<file path="src/rtl/i2c_lt_pkg.sv">
package i2c_lt_pkg;
   typedef enum logic [2:0] {
      ST_IDLE,
      ST_ADDR,
      ST_HACK,
      ST_WDATA,
      ST_WACK,
      ST_RDATA,
      ST_RACK,
      ST_MUTE
   } lt_state_t;

   localparam logic [1:0] DIR_NONE  = 2'b00;
   localparam logic [1:0] DIR_WRITE = 2'b10;
   localparam logic [1:0] DIR_READ  = 2'b01;

   localparam logic [1:0] MODE_LEGACY = 2'b00;
   localparam logic [1:0] MODE_SDR    = 2'b01;
endpackage

</file>
<file path="src/rtl/i2c_lt_line_sync.sv">
module i2c_lt_line_sync #(
   parameter int STAGES    = 2,
   parameter bit FILTER_EN = 1'b0
) (
   input  logic clk,
   input  logic rst_n,
   input  logic scl_i,
   input  logic sda_i,
   output logic scl_s_o,
   output logic sda_s_o,
   output logic scl_rise_o,
   output logic scl_fall_o,
   output logic start_o,
   output logic stop_o
);
   if (STAGES < 2) begin : g_bad_stages
      $error("i2c_lt_line_sync: STAGES must be at least 2");
   end

   logic [STAGES-1:0] scl_pipe, sda_pipe;
   logic scl_c, sda_c, scl_p, sda_p;

   always_ff @(posedge clk or negedge rst_n) begin
      if (!rst_n) begin
         scl_pipe <= '1;
         sda_pipe <= '1;
      end else begin
         scl_pipe <= {scl_pipe[STAGES-2:0], scl_i};
         sda_pipe <= {sda_pipe[STAGES-2:0], sda_i};
      end
   end

   if (FILTER_EN) begin : g_filter
      logic scl_h, sda_h, scl_f, sda_f;
      always_ff @(posedge clk or negedge rst_n) begin
         if (!rst_n) begin
            scl_h <= 1'b1;
            sda_h <= 1'b1;
            scl_f <= 1'b1;
            sda_f <= 1'b1;
         end else begin
            scl_h <= scl_pipe[STAGES-1];
            sda_h <= sda_pipe[STAGES-1];
            if (scl_h == scl_pipe[STAGES-1]) scl_f <= scl_h;
            if (sda_h == sda_pipe[STAGES-1]) sda_f <= sda_h;
         end
      end
      assign scl_c = scl_f;
      assign sda_c = sda_f;
   end else begin : g_direct
      assign scl_c = scl_pipe[STAGES-1];
      assign sda_c = sda_pipe[STAGES-1];
   end

   always_ff @(posedge clk or negedge rst_n) begin
      if (!rst_n) begin
         scl_p <= 1'b1;
         sda_p <= 1'b1;
      end else begin
         scl_p <= scl_c;
         sda_p <= sda_c;
      end
   end

   assign scl_s_o    = scl_c;
   assign sda_s_o    = sda_c;
   assign scl_rise_o = scl_c & ~scl_p;
   assign scl_fall_o = ~scl_c & scl_p;
   assign start_o    = scl_c & scl_p & sda_p & ~sda_c;
   assign stop_o     = scl_c & scl_p & ~sda_p & sda_c;
endmodule

</file>
<file path="src/rtl/i2c_lt_ack_ctrl.sv">
module i2c_lt_ack_ctrl (
   input  logic clk,
   input  logic rst_n,
   input  logic pol_i,
   input  logic arm_i,
   input  logic use_i,
   output logic armed_o,
   output logic nack_o
);
   logic armed_q;

   always_ff @(posedge clk or negedge rst_n) begin
      if (!rst_n)      armed_q <= 1'b0;
      else if (arm_i)  armed_q <= 1'b1;
      else if (use_i)  armed_q <= 1'b0;
   end

   assign armed_o = armed_q;
   assign nack_o  = armed_q ? ~pol_i : pol_i;

   // a response shaped while armed leaves the override disarmed
   p_oneshot_clear_r10: assert property (@(posedge clk) disable iff (!rst_n)
      (use_i && !arm_i) |=> !armed_q);
endmodule

</file>
<file path="src/rtl/i2c_lt_engine.sv">
module i2c_lt_engine
   import i2c_lt_pkg::*;
#(
   parameter int ADDR_W = 7,
   parameter int DATA_W = 8
) (
   input  logic              clk,
   input  logic              rst_n,
   input  logic              scl_s,
   input  logic              sda_s,
   input  logic              scl_rise,
   input  logic              scl_fall,
   input  logic              start_det,
   input  logic              stop_det,
   input  logic [ADDR_W-1:0] own_addr,
   input  logic              legacy_ok,
   input  logic              tx_empty,
   input  logic [DATA_W-1:0] tx_data,
   input  logic              rx_full,
   input  logic              nack_resp,
   output logic              ack_use,
   output logic              sda_oe,
   output logic              ev_hdr,
   output logic              ev_rnw,
   output logic              ev_rx_byte,
   output logic [DATA_W-1:0] rx_byte,
   output logic              ev_rx_over,
   output logic              ev_tx_pop,
   output logic              ev_tx_under,
   output logic              ev_cack,
   output logic              ev_cnack,
   output logic              ev_tcomp
);
   localparam int BIT_W = $clog2(DATA_W + 1);

   if (ADDR_W + 1 != DATA_W) begin : g_bad_width
      $error("i2c_lt_engine: header must be ADDR_W bits plus R/W");
   end

   lt_state_t         st_q;
   logic [DATA_W-1:0] sh_q;
   logic [BIT_W-1:0]  cnt_q;
   logic              oe_q, ack_q, rnw_q, active_q;

   logic quiet, byte_done, hdr_hit, hdr_can, dec_hdr, dec_wr;
   logic hack_rd, rack_next;
   logic [DATA_W-1:0] next_tx;

   always_comb begin
      quiet       = !start_det && !stop_det;
      byte_done   = scl_fall && (cnt_q == BIT_W'(DATA_W));
      hdr_hit     = legacy_ok && (sh_q[DATA_W-1:1] == own_addr);
      hdr_can     = hdr_hit && !(sh_q[0] && tx_empty);
      dec_hdr     = quiet && (st_q == ST_ADDR) && byte_done;
      dec_wr      = quiet && (st_q == ST_WDATA) && byte_done;
      ack_use     = (dec_hdr && hdr_can) || (dec_wr && !rx_full);
      ev_hdr      = dec_hdr && hdr_can && !nack_resp;
      ev_rnw      = sh_q[0];
      ev_rx_byte  = dec_wr && !rx_full && !nack_resp;
      rx_byte     = sh_q;
      ev_rx_over  = dec_wr && rx_full;
      hack_rd     = quiet && (st_q == ST_HACK) && scl_fall && ack_q && rnw_q;
      rack_next   = quiet && (st_q == ST_RACK) && scl_fall;
      ev_tx_pop   = hack_rd || (rack_next && !tx_empty);
      ev_tx_under = rack_next && tx_empty;
      ev_cack     = quiet && (st_q == ST_RACK) && scl_rise && !sda_s;
      ev_cnack    = quiet && (st_q == ST_RACK) && scl_rise && sda_s;
      ev_tcomp    = (start_det || stop_det) && active_q;
      next_tx     = tx_empty ? '1 : tx_data;
   end

   always_ff @(posedge clk or negedge rst_n) begin
      if (!rst_n) begin
         st_q     <= ST_IDLE;
         sh_q     <= '0;
         cnt_q    <= '0;
         oe_q     <= 1'b0;
         ack_q    <= 1'b0;
         rnw_q    <= 1'b0;
         active_q <= 1'b0;
      end else if (start_det) begin
         st_q     <= ST_ADDR;
         cnt_q    <= '0;
         oe_q     <= 1'b0;
         active_q <= 1'b0;
      end else if (stop_det) begin
         st_q     <= ST_IDLE;
         oe_q     <= 1'b0;
         active_q <= 1'b0;
      end else begin
         unique case (st_q)
            ST_ADDR, ST_WDATA: begin
               if (scl_rise) begin
                  sh_q  <= {sh_q[DATA_W-2:0], sda_s};
                  cnt_q <= cnt_q + 1'b1;
               end else if (byte_done) begin
                  if (st_q == ST_ADDR) begin
                     oe_q     <= ev_hdr;
                     ack_q    <= ev_hdr;
                     rnw_q    <= sh_q[0];
                     active_q <= ev_hdr;
                     st_q     <= ST_HACK;
                  end else begin
                     oe_q  <= ev_rx_byte;
                     ack_q <= ev_rx_byte;
                     st_q  <= ST_WACK;
                  end
               end
            end
            ST_HACK, ST_WACK: begin
               if (scl_fall) begin
                  cnt_q <= '0;
                  if (!ack_q) begin
                     oe_q <= 1'b0;
                     st_q <= ST_MUTE;
                  end else if (st_q == ST_HACK && rnw_q) begin
                     sh_q <= tx_data;
                     oe_q <= ~tx_data[DATA_W-1];
                     st_q <= ST_RDATA;
                  end else begin
                     oe_q <= 1'b0;
                     st_q <= ST_WDATA;
                  end
               end
            end
            ST_RDATA: begin
               if (scl_rise) begin
                  sh_q  <= {sh_q[DATA_W-2:0], 1'b1};
                  cnt_q <= cnt_q + 1'b1;
               end else if (scl_fall) begin
                  if (cnt_q == BIT_W'(DATA_W)) begin
                     oe_q <= 1'b0;
                     st_q <= ST_RACK;
                  end else begin
                     oe_q <= ~sh_q[DATA_W-1];
                  end
               end
            end
            ST_RACK: begin
               if (ev_cnack) begin
                  st_q <= ST_MUTE;
               end else if (rack_next) begin
                  sh_q  <= next_tx;
                  oe_q  <= ~next_tx[DATA_W-1];
                  cnt_q <= '0;
                  st_q  <= ST_RDATA;
               end
            end
            ST_MUTE: oe_q <= 1'b0;
            default: ;
         endcase
      end
   end

   assign sda_oe = oe_q;

   // drive only changes while SCL is low (release is always allowed)
   p_sda_scl_low_r12: assert property (@(posedge clk) disable iff (!rst_n)
      (oe_q != $past(oe_q)) |-> (!scl_s || !oe_q));
   // the silenced state never pulls SDA
   p_mute_release_r8: assert property (@(posedge clk) disable iff (!rst_n)
      (st_q == ST_MUTE) |-> !oe_q);
endmodule

</file>
<file path="src/rtl/i2c_legacy_target.sv">
module i2c_legacy_target
   import i2c_lt_pkg::*;
#(
   parameter int ADDR_W      = 7,
   parameter int DATA_W      = 8,
   parameter int SYNC_STAGES = 2,
   parameter bit FILTER_EN   = 1'b0
) (
   input  logic              clk,
   input  logic              rst_n,
   input  logic              scl_i,
   input  logic              sda_i,
   output logic              sda_oe_o,
   input  logic [ADDR_W-1:0] static_addr_i,
   input  logic              dyn_addr_valid_i,
   input  logic              sa_sdr_en_i,
   output logic [1:0]        mode_o,
   input  logic              ack_pol_i,
   input  logic              ack_once_set_i,
   output logic              ack_once_o,
   output logic [DATA_W-1:0] rx_data_o,
   output logic              rx_full_o,
   input  logic              rx_pop_i,
   input  logic [DATA_W-1:0] tx_data_i,
   input  logic              tx_load_i,
   output logic              tx_empty_o,
   input  logic              flag_clr_i,
   output logic              addr_match_o,
   output logic              tcomp_o,
   output logic              cack_o,
   output logic              cnack_o,
   output logic              tx_under_o,
   output logic              rx_over_o,
   output logic [1:0]        dir_o
);
   logic scl_s, sda_s, scl_rise, scl_fall, start_det, stop_det;
   logic legacy_ok, nack_resp, ack_use;
   logic ev_hdr, ev_rnw, ev_rx_byte, ev_rx_over, ev_tx_pop, ev_tx_under;
   logic ev_cack, ev_cnack, ev_tcomp;
   logic [DATA_W-1:0] rx_byte, rx_q, tx_q;
   logic rx_full_q, tx_full_q;
   logic match_q, tcomp_q, cack_q, cnack_q, under_q, over_q;
   logic [1:0] dir_q;

   assign legacy_ok = !dyn_addr_valid_i && !sa_sdr_en_i;
   assign mode_o    = legacy_ok ? MODE_LEGACY : MODE_SDR;

   i2c_lt_line_sync #(.STAGES(SYNC_STAGES), .FILTER_EN(FILTER_EN)) u_sync (
      .clk(clk), .rst_n(rst_n), .scl_i(scl_i), .sda_i(sda_i),
      .scl_s_o(scl_s), .sda_s_o(sda_s), .scl_rise_o(scl_rise),
      .scl_fall_o(scl_fall), .start_o(start_det), .stop_o(stop_det));

   i2c_lt_ack_ctrl u_ack (
      .clk(clk), .rst_n(rst_n), .pol_i(ack_pol_i), .arm_i(ack_once_set_i),
      .use_i(ack_use), .armed_o(ack_once_o), .nack_o(nack_resp));

   i2c_lt_engine #(.ADDR_W(ADDR_W), .DATA_W(DATA_W)) u_eng (
      .clk(clk), .rst_n(rst_n), .scl_s(scl_s), .sda_s(sda_s),
      .scl_rise(scl_rise), .scl_fall(scl_fall), .start_det(start_det),
      .stop_det(stop_det), .own_addr(static_addr_i), .legacy_ok(legacy_ok),
      .tx_empty(!tx_full_q), .tx_data(tx_q), .rx_full(rx_full_q),
      .nack_resp(nack_resp), .ack_use(ack_use), .sda_oe(sda_oe_o),
      .ev_hdr(ev_hdr), .ev_rnw(ev_rnw), .ev_rx_byte(ev_rx_byte),
      .rx_byte(rx_byte), .ev_rx_over(ev_rx_over), .ev_tx_pop(ev_tx_pop),
      .ev_tx_under(ev_tx_under), .ev_cack(ev_cack), .ev_cnack(ev_cnack),
      .ev_tcomp(ev_tcomp));

   always_ff @(posedge clk or negedge rst_n) begin
      if (!rst_n) begin
         rx_q      <= '0;
         rx_full_q <= 1'b0;
         tx_q      <= '0;
         tx_full_q <= 1'b0;
      end else begin
         if (ev_rx_byte) begin
            rx_q      <= rx_byte;
            rx_full_q <= 1'b1;
         end else if (rx_pop_i) begin
            rx_full_q <= 1'b0;
         end
         if (tx_load_i) begin
            tx_q      <= tx_data_i;
            tx_full_q <= 1'b1;
         end else if (ev_tx_pop) begin
            tx_full_q <= 1'b0;
         end
      end
   end

   always_ff @(posedge clk or negedge rst_n) begin
      if (!rst_n) begin
         match_q <= 1'b0; tcomp_q <= 1'b0; cack_q <= 1'b0;
         cnack_q <= 1'b0; under_q <= 1'b0; over_q <= 1'b0;
         dir_q   <= DIR_NONE;
      end else if (flag_clr_i) begin
         match_q <= 1'b0; tcomp_q <= 1'b0; cack_q <= 1'b0;
         cnack_q <= 1'b0; under_q <= 1'b0; over_q <= 1'b0;
         dir_q   <= DIR_NONE;
      end else begin
         if (ev_hdr) begin
            match_q <= 1'b1;
            dir_q   <= ev_rnw ? DIR_READ : DIR_WRITE;
         end
         if (ev_tcomp)    tcomp_q <= 1'b1;
         if (ev_cack)     cack_q  <= 1'b1;
         if (ev_cnack)    cnack_q <= 1'b1;
         if (ev_tx_under) under_q <= 1'b1;
         if (ev_rx_over)  over_q  <= 1'b1;
      end
   end

   assign rx_data_o    = rx_q;
   assign rx_full_o    = rx_full_q;
   assign tx_empty_o   = !tx_full_q;
   assign addr_match_o = match_q;
   assign tcomp_o      = tcomp_q;
   assign cack_o       = cack_q;
   assign cnack_o      = cnack_q;
   assign tx_under_o   = under_q;
   assign rx_over_o    = over_q;
   assign dir_o        = dir_q;

   // the direction code is never both bits at once
   p_dir_onehot_r3: assert property (@(posedge clk) disable iff (!rst_n)
      $onehot0(dir_q));
   // an acceptance is only flagged in legacy mode
   p_match_legacy_r2: assert property (@(posedge clk) disable iff (!rst_n)
      $rose(match_q) |-> $past(legacy_ok));
   // overrun only raised against a full receive buffer
   p_over_full_r5: assert property (@(posedge clk) disable iff (!rst_n)
      $rose(over_q) |-> $past(rx_full_q));
endmodule

</file>
<file path="config.mk">
export PLATFORM = sky130hd
export DESIGN_NAME = i2c_legacy_target
export DESIGN_NICKNAME = d
export VERILOG_FILES = /design/src/rtl/i2c_lt_pkg.sv /design/src/rtl/i2c_lt_line_sync.sv /design/src/rtl/i2c_lt_ack_ctrl.sv /design/src/rtl/i2c_lt_engine.sv /design/src/rtl/i2c_legacy_target.sv
export SDC_FILE = /design/constraint.sdc
export NUM_CORES = 1
export LEC_CHECK = 0
export BUFFER_PORTS_ARGS = -buffer_cell sky130_fd_sc_hd__buf_2
export CAP_MARGIN = 20
export CORE_MARGIN = 3
export CORE_UTILIZATION = 42
export DETAILED_ROUTE_END_ITERATION = 8
export GPL_ROUTABILITY_DRIVEN = 0
export PLACE_DENSITY = 0.73
export SETUP_SLACK_MARGIN = 0.2
export SYNTH_ARGS = -nofsm -noshare
export SYNTH_HDL_FRONTEND = slang
export SYNTH_HIERARCHICAL = 1
export SYNTH_SLANG_ARGS = --single-unit
export TNS_END_PERCENT = 1
</file>
<file path="constraint.sdc">
create_clock -name clk -period 6.7 [get_ports clk]
set_input_delay 1.005 -clock clk [delete_from_list [all_inputs] [get_ports clk]]
set_output_delay 1.005 -clock clk [all_outputs]
set_load 0.03 [all_outputs]
</file>
After elaboration in Yosys (flattened, before gate mapping)
Cells that the tools add are included.
{"block": "classes", "addsub": 1, "multipliers": 0, "div_mod_pow": 0, "magnitude_cmp": 0, "eq_ne": 31, "shift": 0, "mux": 73, "bitwise": 18, "n_reduce_logical": 66}
{"cell": "8-bit two-way mux", "n": 8}
{"cell": "1-bit two-way mux", "n": 39}
{"cell": "3-bit two-way mux", "n": 13}
{"cell": "8-bit case mux with 4 select lines", "n": 1}
{"cell": "1-bit logical AND", "n": 28}
{"cell": "4-bit two-way mux", "n": 6}
{"cell": "4-bit by 1-bit != test with 1-bit output (second input constant)", "n": 5}
{"cell": "2-bit nonzero test", "n": 9}
{"cell": "8-bit AND reduction", "n": 2}
{"cell": "2-bit by 1-bit != test with 1-bit output (second input constant)", "n": 7}
{"cell": "3-bit == test (second input constant)", "n": 4}
{"cell": "3-bit case mux with 4 select lines", "n": 1}
{"cell": "4-bit case mux with 3 select lines", "n": 1}
{"cell": "6-bit AND reduction", "n": 2}
{"cell": "1-bit NOT", "n": 11}
{"cell": "10-bit AND reduction", "n": 1}
{"cell": "1-bit zero test", "n": 9}
{"cell": "3-bit by 1-bit != test with 1-bit output (second input constant)", "n": 3}
{"cell": "3-bit nonzero test", "n": 3}
{"cell": "4-bit != test (second input constant)", "n": 2}
{"cell": "4-bit nonzero test", "n": 2}
{"cell": "1-bit bitwise AND", "n": 7}
{"cell": "7-bit == test", "n": 1}
{"cell": "7-bit nonzero test", "n": 1}
{"cell": "17 further kinds", "n": 23}
{"block": "totals", "ff_bits": 52, "latch_bits": 0, "ramBits": 0, "mem_bits_ro": 0, "in_bits": 26, "out_inout_bits": 22, "elab_cells": 212, "memories": 0}

Logic depth before layout (Yosys ltp)
{"block": "logic_depth", "ltp_word": 15, "depth_mapped": 9}

Hierarchy
The synthesis kept the hierarchy.
{"mod": "i2c_lt_engine", "instances": 1, "cells_per_inst": 169, "area_per_inst_um2": 1493.9}
{"mod": "i2c_legacy_target", "instances": 1, "cells_per_inst": 70, "area_per_inst_um2": 1038.5}
{"mod": "i2c_lt_line_sync", "instances": 1, "cells_per_inst": 10, "area_per_inst_um2": 190.2}
{"mod": "i2c_lt_ack_ctrl", "instances": 1, "cells_per_inst": 4, "area_per_inst_um2": 46.3}

Worst setup path before layout
OpenSTA, ideal clock, no wires.
{"block": "synth_path", "path_type": "in2reg", "from": "input dyn_addr_valid_i", "to": "register u_eng.active_q", "setup_time_ns": 0.077, "t_arrival_ns": 2.619, "path_slack_ns": 4.004, "cell_stages": 7, "path_buffers": 0, "path_cell_list": "or2_2 inv_1 inv_1 a2111oi_2 nand4_2 or4_1 a21oi_1"}
{"block": "synth_via", "elab_chain_len": 12}
{"item": "from (decl)", "line": "i2c_legacy_target.sv:15", "text": "input logic dyn_addr_valid_i,"}
{"item": "1-bit zero test", "line": "i2c_legacy_target.sv:45", "text": "assign legacy_ok = !dyn_addr_valid_i && !sa_sdr_en_i;"}
{"item": "1-bit logical AND", "line": "i2c_legacy_target.sv:45"}
{"item": "named net legacy_ok", "line": "i2c_legacy_target.sv:37", "text": "logic legacy_ok, nack_resp, ack_use;"}
{"item": "1-bit logical AND", "line": "i2c_lt_engine.sv:52", "text": "hdr_hit = legacy_ok && (sh_q[DATA_W-1:1] == own_addr);"}
{"item": "1-bit logical AND", "line": "i2c_lt_engine.sv:53", "text": "hdr_can = hdr_hit && !(sh_q[0] && tx_empty);"}
{"item": "1-bit logical AND (2 in series)", "line": "i2c_lt_engine.sv:57", "text": "ev_hdr = dec_hdr && hdr_can && !nack_resp;"}
{"item": "1-bit two-way mux", "line": "i2c_lt_engine.sv:97", "text": "if (st_q == ST_ADDR) begin"}
{"item": "1-bit two-way mux", "line": "i2c_lt_engine.sv:96", "text": "end else if (byte_done) begin"}
{"item": "1-bit two-way mux", "line": "i2c_lt_engine.sv:93", "text": "if (scl_rise) begin"}
{"item": "1-bit two-way mux", "line": "i2c_lt_engine.sv:91", "text": "unique case (st_q)"}
{"item": "1-bit two-way mux", "line": "i2c_lt_engine.sv:86", "text": "end else if (stop_det) begin"}
{"item": "1-bit two-way mux", "line": "i2c_lt_engine.sv:81", "text": "end else if (start_det) begin"}
{"item": "to (signal assigned)", "line": "i2c_lt_engine.sv:101", "text": "active_q <= ev_hdr;"}
{"item": "to (decl)", "line": "i2c_lt_engine.sv:43", "text": "logic oe_q, ack_q, rnw_q, active_q;"}
The timed path passes the listed nets, and every way through them passes these cells. The select of a mux whose other input is x is not followed.
A chain may end at the register's enable or synchronous reset.

Worst setup path after layout
{"block": "layout_path", "from": "register u_sync.sda_pipe[1]", "to": "register rx_q[6], in the netlist rx_data_o[6]"}
{"block": "layout_via", "elab_chain_len": 8, "word_cells_on_any_way": 10, "cone_classes": "bitwise (3); reduce/logical (7)"}
{"item": "from (decl)", "line": "i2c_lt_line_sync.sv:20", "text": "logic [STAGES-1:0] scl_pipe, sda_pipe;"}
{"item": "from (signal assigned)", "line": "i2c_lt_line_sync.sv:29", "text": "sda_pipe <= {sda_pipe[STAGES-2:0], sda_i};"}
{"item": "1-bit NOT", "line": "i2c_lt_line_sync.sv:69", "text": "assign start_o = scl_c & scl_p & sda_p & ~sda_c;"}
{"item": "1-bit bitwise AND", "line": "i2c_lt_line_sync.sv:69"}
{"item": "named net start_det", "line": "i2c_legacy_target.sv:36", "text": "logic scl_s, sda_s, scl_rise, scl_fall, start_det, stop_det;"}
{"item": "1-bit zero test", "line": "i2c_lt_engine.sv:50", "text": "quiet = !start_det && !stop_det;"}
{"item": "1-bit logical AND", "line": "i2c_lt_engine.sv:50"}
{"item": "1-bit logical AND (2 in series)", "line": "i2c_lt_engine.sv:55", "text": "dec_wr = quiet && (st_q == ST_WDATA) && byte_done;"}
{"item": "1-bit logical AND (2 in series)", "line": "i2c_lt_engine.sv:59", "text": "ev_rx_byte = dec_wr && !rx_full && !nack_resp;"}
{"item": "named net ev_rx_byte", "line": "i2c_legacy_target.sv:38", "text": "logic ev_hdr, ev_rnw, ev_rx_byte, ev_rx_over, ev_tx_pop, ev_tx_under;"}
{"item": "to (signal assigned)", "line": "i2c_legacy_target.sv:76", "text": "rx_q <= rx_byte;"}
{"item": "to (decl)", "line": "i2c_legacy_target.sv:40", "text": "logic [DATA_W-1:0] rx_byte, rx_q, tx_q;"}
The timed path passes the listed nets, and every way through them passes these cells.

==> metrics <==
status=finished, final reports clean; worst r2r src=u_sync/sda_pipe[1]; initial antenna violation count=0; # setup viols final=0; R2R Setup Slk=3.57 ns; CTS tree=done; placed cell area=0.00299 sq mm; Max VDD drop=224 uV; CTS resizes=0; first-pass GRT wire length=9070 um; top_reg_cell synth=dfrtp_1; clk slew on worst S/H paths=0.10 ns; cell family with most CP delay=simple AND/OR/NAND/NOR gates; worst-case clock buffer depth=2; register share of total power=46.0%; CP bufs+invs=0; Min-Delay Path Class=register to register; final hold slack=0.361 ns; Worst Tran Pin Value=0.999 ns; Worst path max stage delay=0.81 ns; worst path cell trace=and4b_1, or2_1, nor4_4, nand3b_1, nor2_1, mux2_4; Final Skew=0.00946 ns; period utilization=46.7%; Combinational Power Share=34.2%; Critical Path AT=3.34 ns; CP Capture Type=register; switching share of power=39.5%; ANT nets after route=0; most frequent cells in the layout=46 x dfrtp_1, 46 x buf_2, 24 x nor2_1; max-slew violation count=0; PD cells=316 mW/mm^2; max_cap viols=0; hold_sp=u_sync/sda_pipe[0]; nets@finish=322; Lkg Pwr=1.47 nW; Yosys warning count=6; post-layout util=50.0%; Iter 0 DRT Violations=126; Max Clock Freq=0.320 GHz; CTS H-tree lvls=2; gate count of the mapped netlist=253; Post-CTS Repair Setup Buffers=0; n_diodes=0; mapped cell area=0.00277 sq mm; min cycle time layout=3.13 ns; Fin Setup TNS=0 ns; gr ovfl total=0; DR vias=1973; Starting Density=44.9%; CTS Buf Count=5; clock root cell=clkbuf_8; Worst slew margin=33.1%; endpoints failing hold=0; CP max stage cell=nor2_1; GRT Total Usage=15.1%; chip width=87.2 um; floorplan core area=0.00617 sq mm; height of the die=87.2 um; CP max FO=9; router iterations before antenna repair=4; Area Overhead vs Synth=11.3%; #FFs+latches synth=52; Mapped Avg Cell Area=10.9 sq um; Final Power=0.000973 W; die area=0.00760 sq mm; vias in the first global route=1909; share of cells above drive strength 1=29.8%; buffers added on ports=46; critical path launch point type=register; Critical Path RT=6.91 ns; largest net degree at the start of global routing=53; unrepaired setup endpoints after global routing=false; clk sink count=52; Wirelength per Cell=14.9 um; synth unique cells=54; Clock Power Share=19.8%; Seq/Total Area, Yosys=47.3%; routed wire length=5500 um; final instance area=0.00308 sq mm; Reg2Reg Depth=6; Crit Path Class=register to register; Final HPWL DP=4040 um; synthesized net count=281; post-DR vias/cell=5.33; Synth async-reset ratio=100%; switching pwr=0.000384 W; EDFF count, synth=0; row cnt=28; # hold bufs at CTS=0; Internal=0.000589 W; RR Endpoint=rx_data_o[6]; Worst Hold End=u_sync/sda_pipe[1]; worst skew pair latency=0.32 ns; hold path depth=0; Top Ports=48; Post-route DRC=0
-- kinds of logic (layout without fill, tap and decap cells) --
logic type      count (synthesis)  after routing  share of synthesized area, %
buf+inv                        29             71                          6.33
xor+xnor                        9              9                          2.85
other cells                     1              1                         0.135
mux                            27             27                          12.8
flops                          52             52                          47.3
fa+ha+maj                       2              2                         0.904
compound gates                 45             45                          11.6
simple gates                   88             88                          18.2
-- metal layers --
layer	part of all wire (%)	global-route usage, %	wire [um]
met5	0	0	0
met3	5.3	3.12	292
met2	44	22.4	2420
met1	49	21.7	2690
met4	1.6	6.00	88
-- state kept, by name (all words and copies together) (netlist names), 2 cells and up --
register,flops
dir_o,2
rx_data_o,8
tx_q,8
u_eng/cnt_q,4
u_eng/rx_byte,8
u_eng/st_q,3
u_sync/scl_pipe,2
u_sync/sda_pipe,2
-- worst max path at each step --
stage	startpoint	to	slack, ns	depth (start not counted)
2_1_floorplan	dyn_addr_valid_i	u_eng/active_q	4.00	7
3_5_place_dp	u_sync/sda_pipe[1]	rx_data_o[6]	3.57	6
5_1_grt	u_sync/sda_pipe[1]	rx_data_o[5]	3.37	6
4_1_cts	u_sync/sda_pipe[1]	rx_data_o[6]	3.57	6
6_report	u_sync/sda_pipe[1]	rx_data_o[6]	3.57	6
3_3_place_gp	u_sync/sda_pipe[1]	rx_data_o[5]	3.70	6
-- layout make-up --
type / instances / area [sq um]
Clock buffer: 5 / 68.8
Timing Repair Buffer: 47 / 238
Fill cell: 579 / 3080
Clock inverter: 3 / 27.5
Multi-Input combinational cell: 172 / 1280
Sequential cell: 52 / 1310
Inverter: 16 / 60.1
Tap cell: 75 / 93.8
-- metrics by stage --
step	setup slack, ns	instances
after global routing	3.37	370
final	3.57	370
after detailed placement	3.57	362
after floorplan	4.00	253
after global placement	3.70	362
after CTS	3.57	370
-- cell usage after synthesis, types with 2 or more instances --
master,number,area share [%]
dfrtp_1,46,42
nor2_1,24,3.3
inv_1,16,2.2
mux2_4,16,8.7
nand2_1,14,1.9
a21oi_1,9,1.6
xor2_1,9,2.8
mux2i_1,8,2.9
o22ai_1,8,1.8
nand2b_1,7,1.6
buf_6,6,2.4
dfstp_2,6,5.7
nor2b_1,6,1.4
nor3_1,6,1.1
o21ai_0,6,1.1
nand3_1,5,0.90
a31oi_1,4,0.90
nor4_1,4,0.90
buf_4,3,0.81
clkbuf_1,3,0.41
or3_1,3,0.68
or4_1,3,0.81
a211oi_1,2,0.54
a21o_2,2,0.63
a22o_1,2,0.63
and2_1,2,0.45
and4b_1,2,0.72
ha_1,2,0.90
mux2_2,2,0.81
nand3b_1,2,0.54
nor3b_1,2,0.54
-- power groups by stage --
stage | clock network, W | logic (W) | registers [W]
after floorplan | 0 | 0.000311 | 0.000406
after global placement | 0 | 0.000322 | 0.000452
after detailed placement | 0 | 0.000329 | 0.000454
after CTS | 0.000195 | 0.000330 | 0.000447
after global routing | 0.000210 | 0.000367 | 0.000457
final | 0.000193 | 0.000332 | 0.000448
No activity file was read; power rests on OpenSTA's default activity.
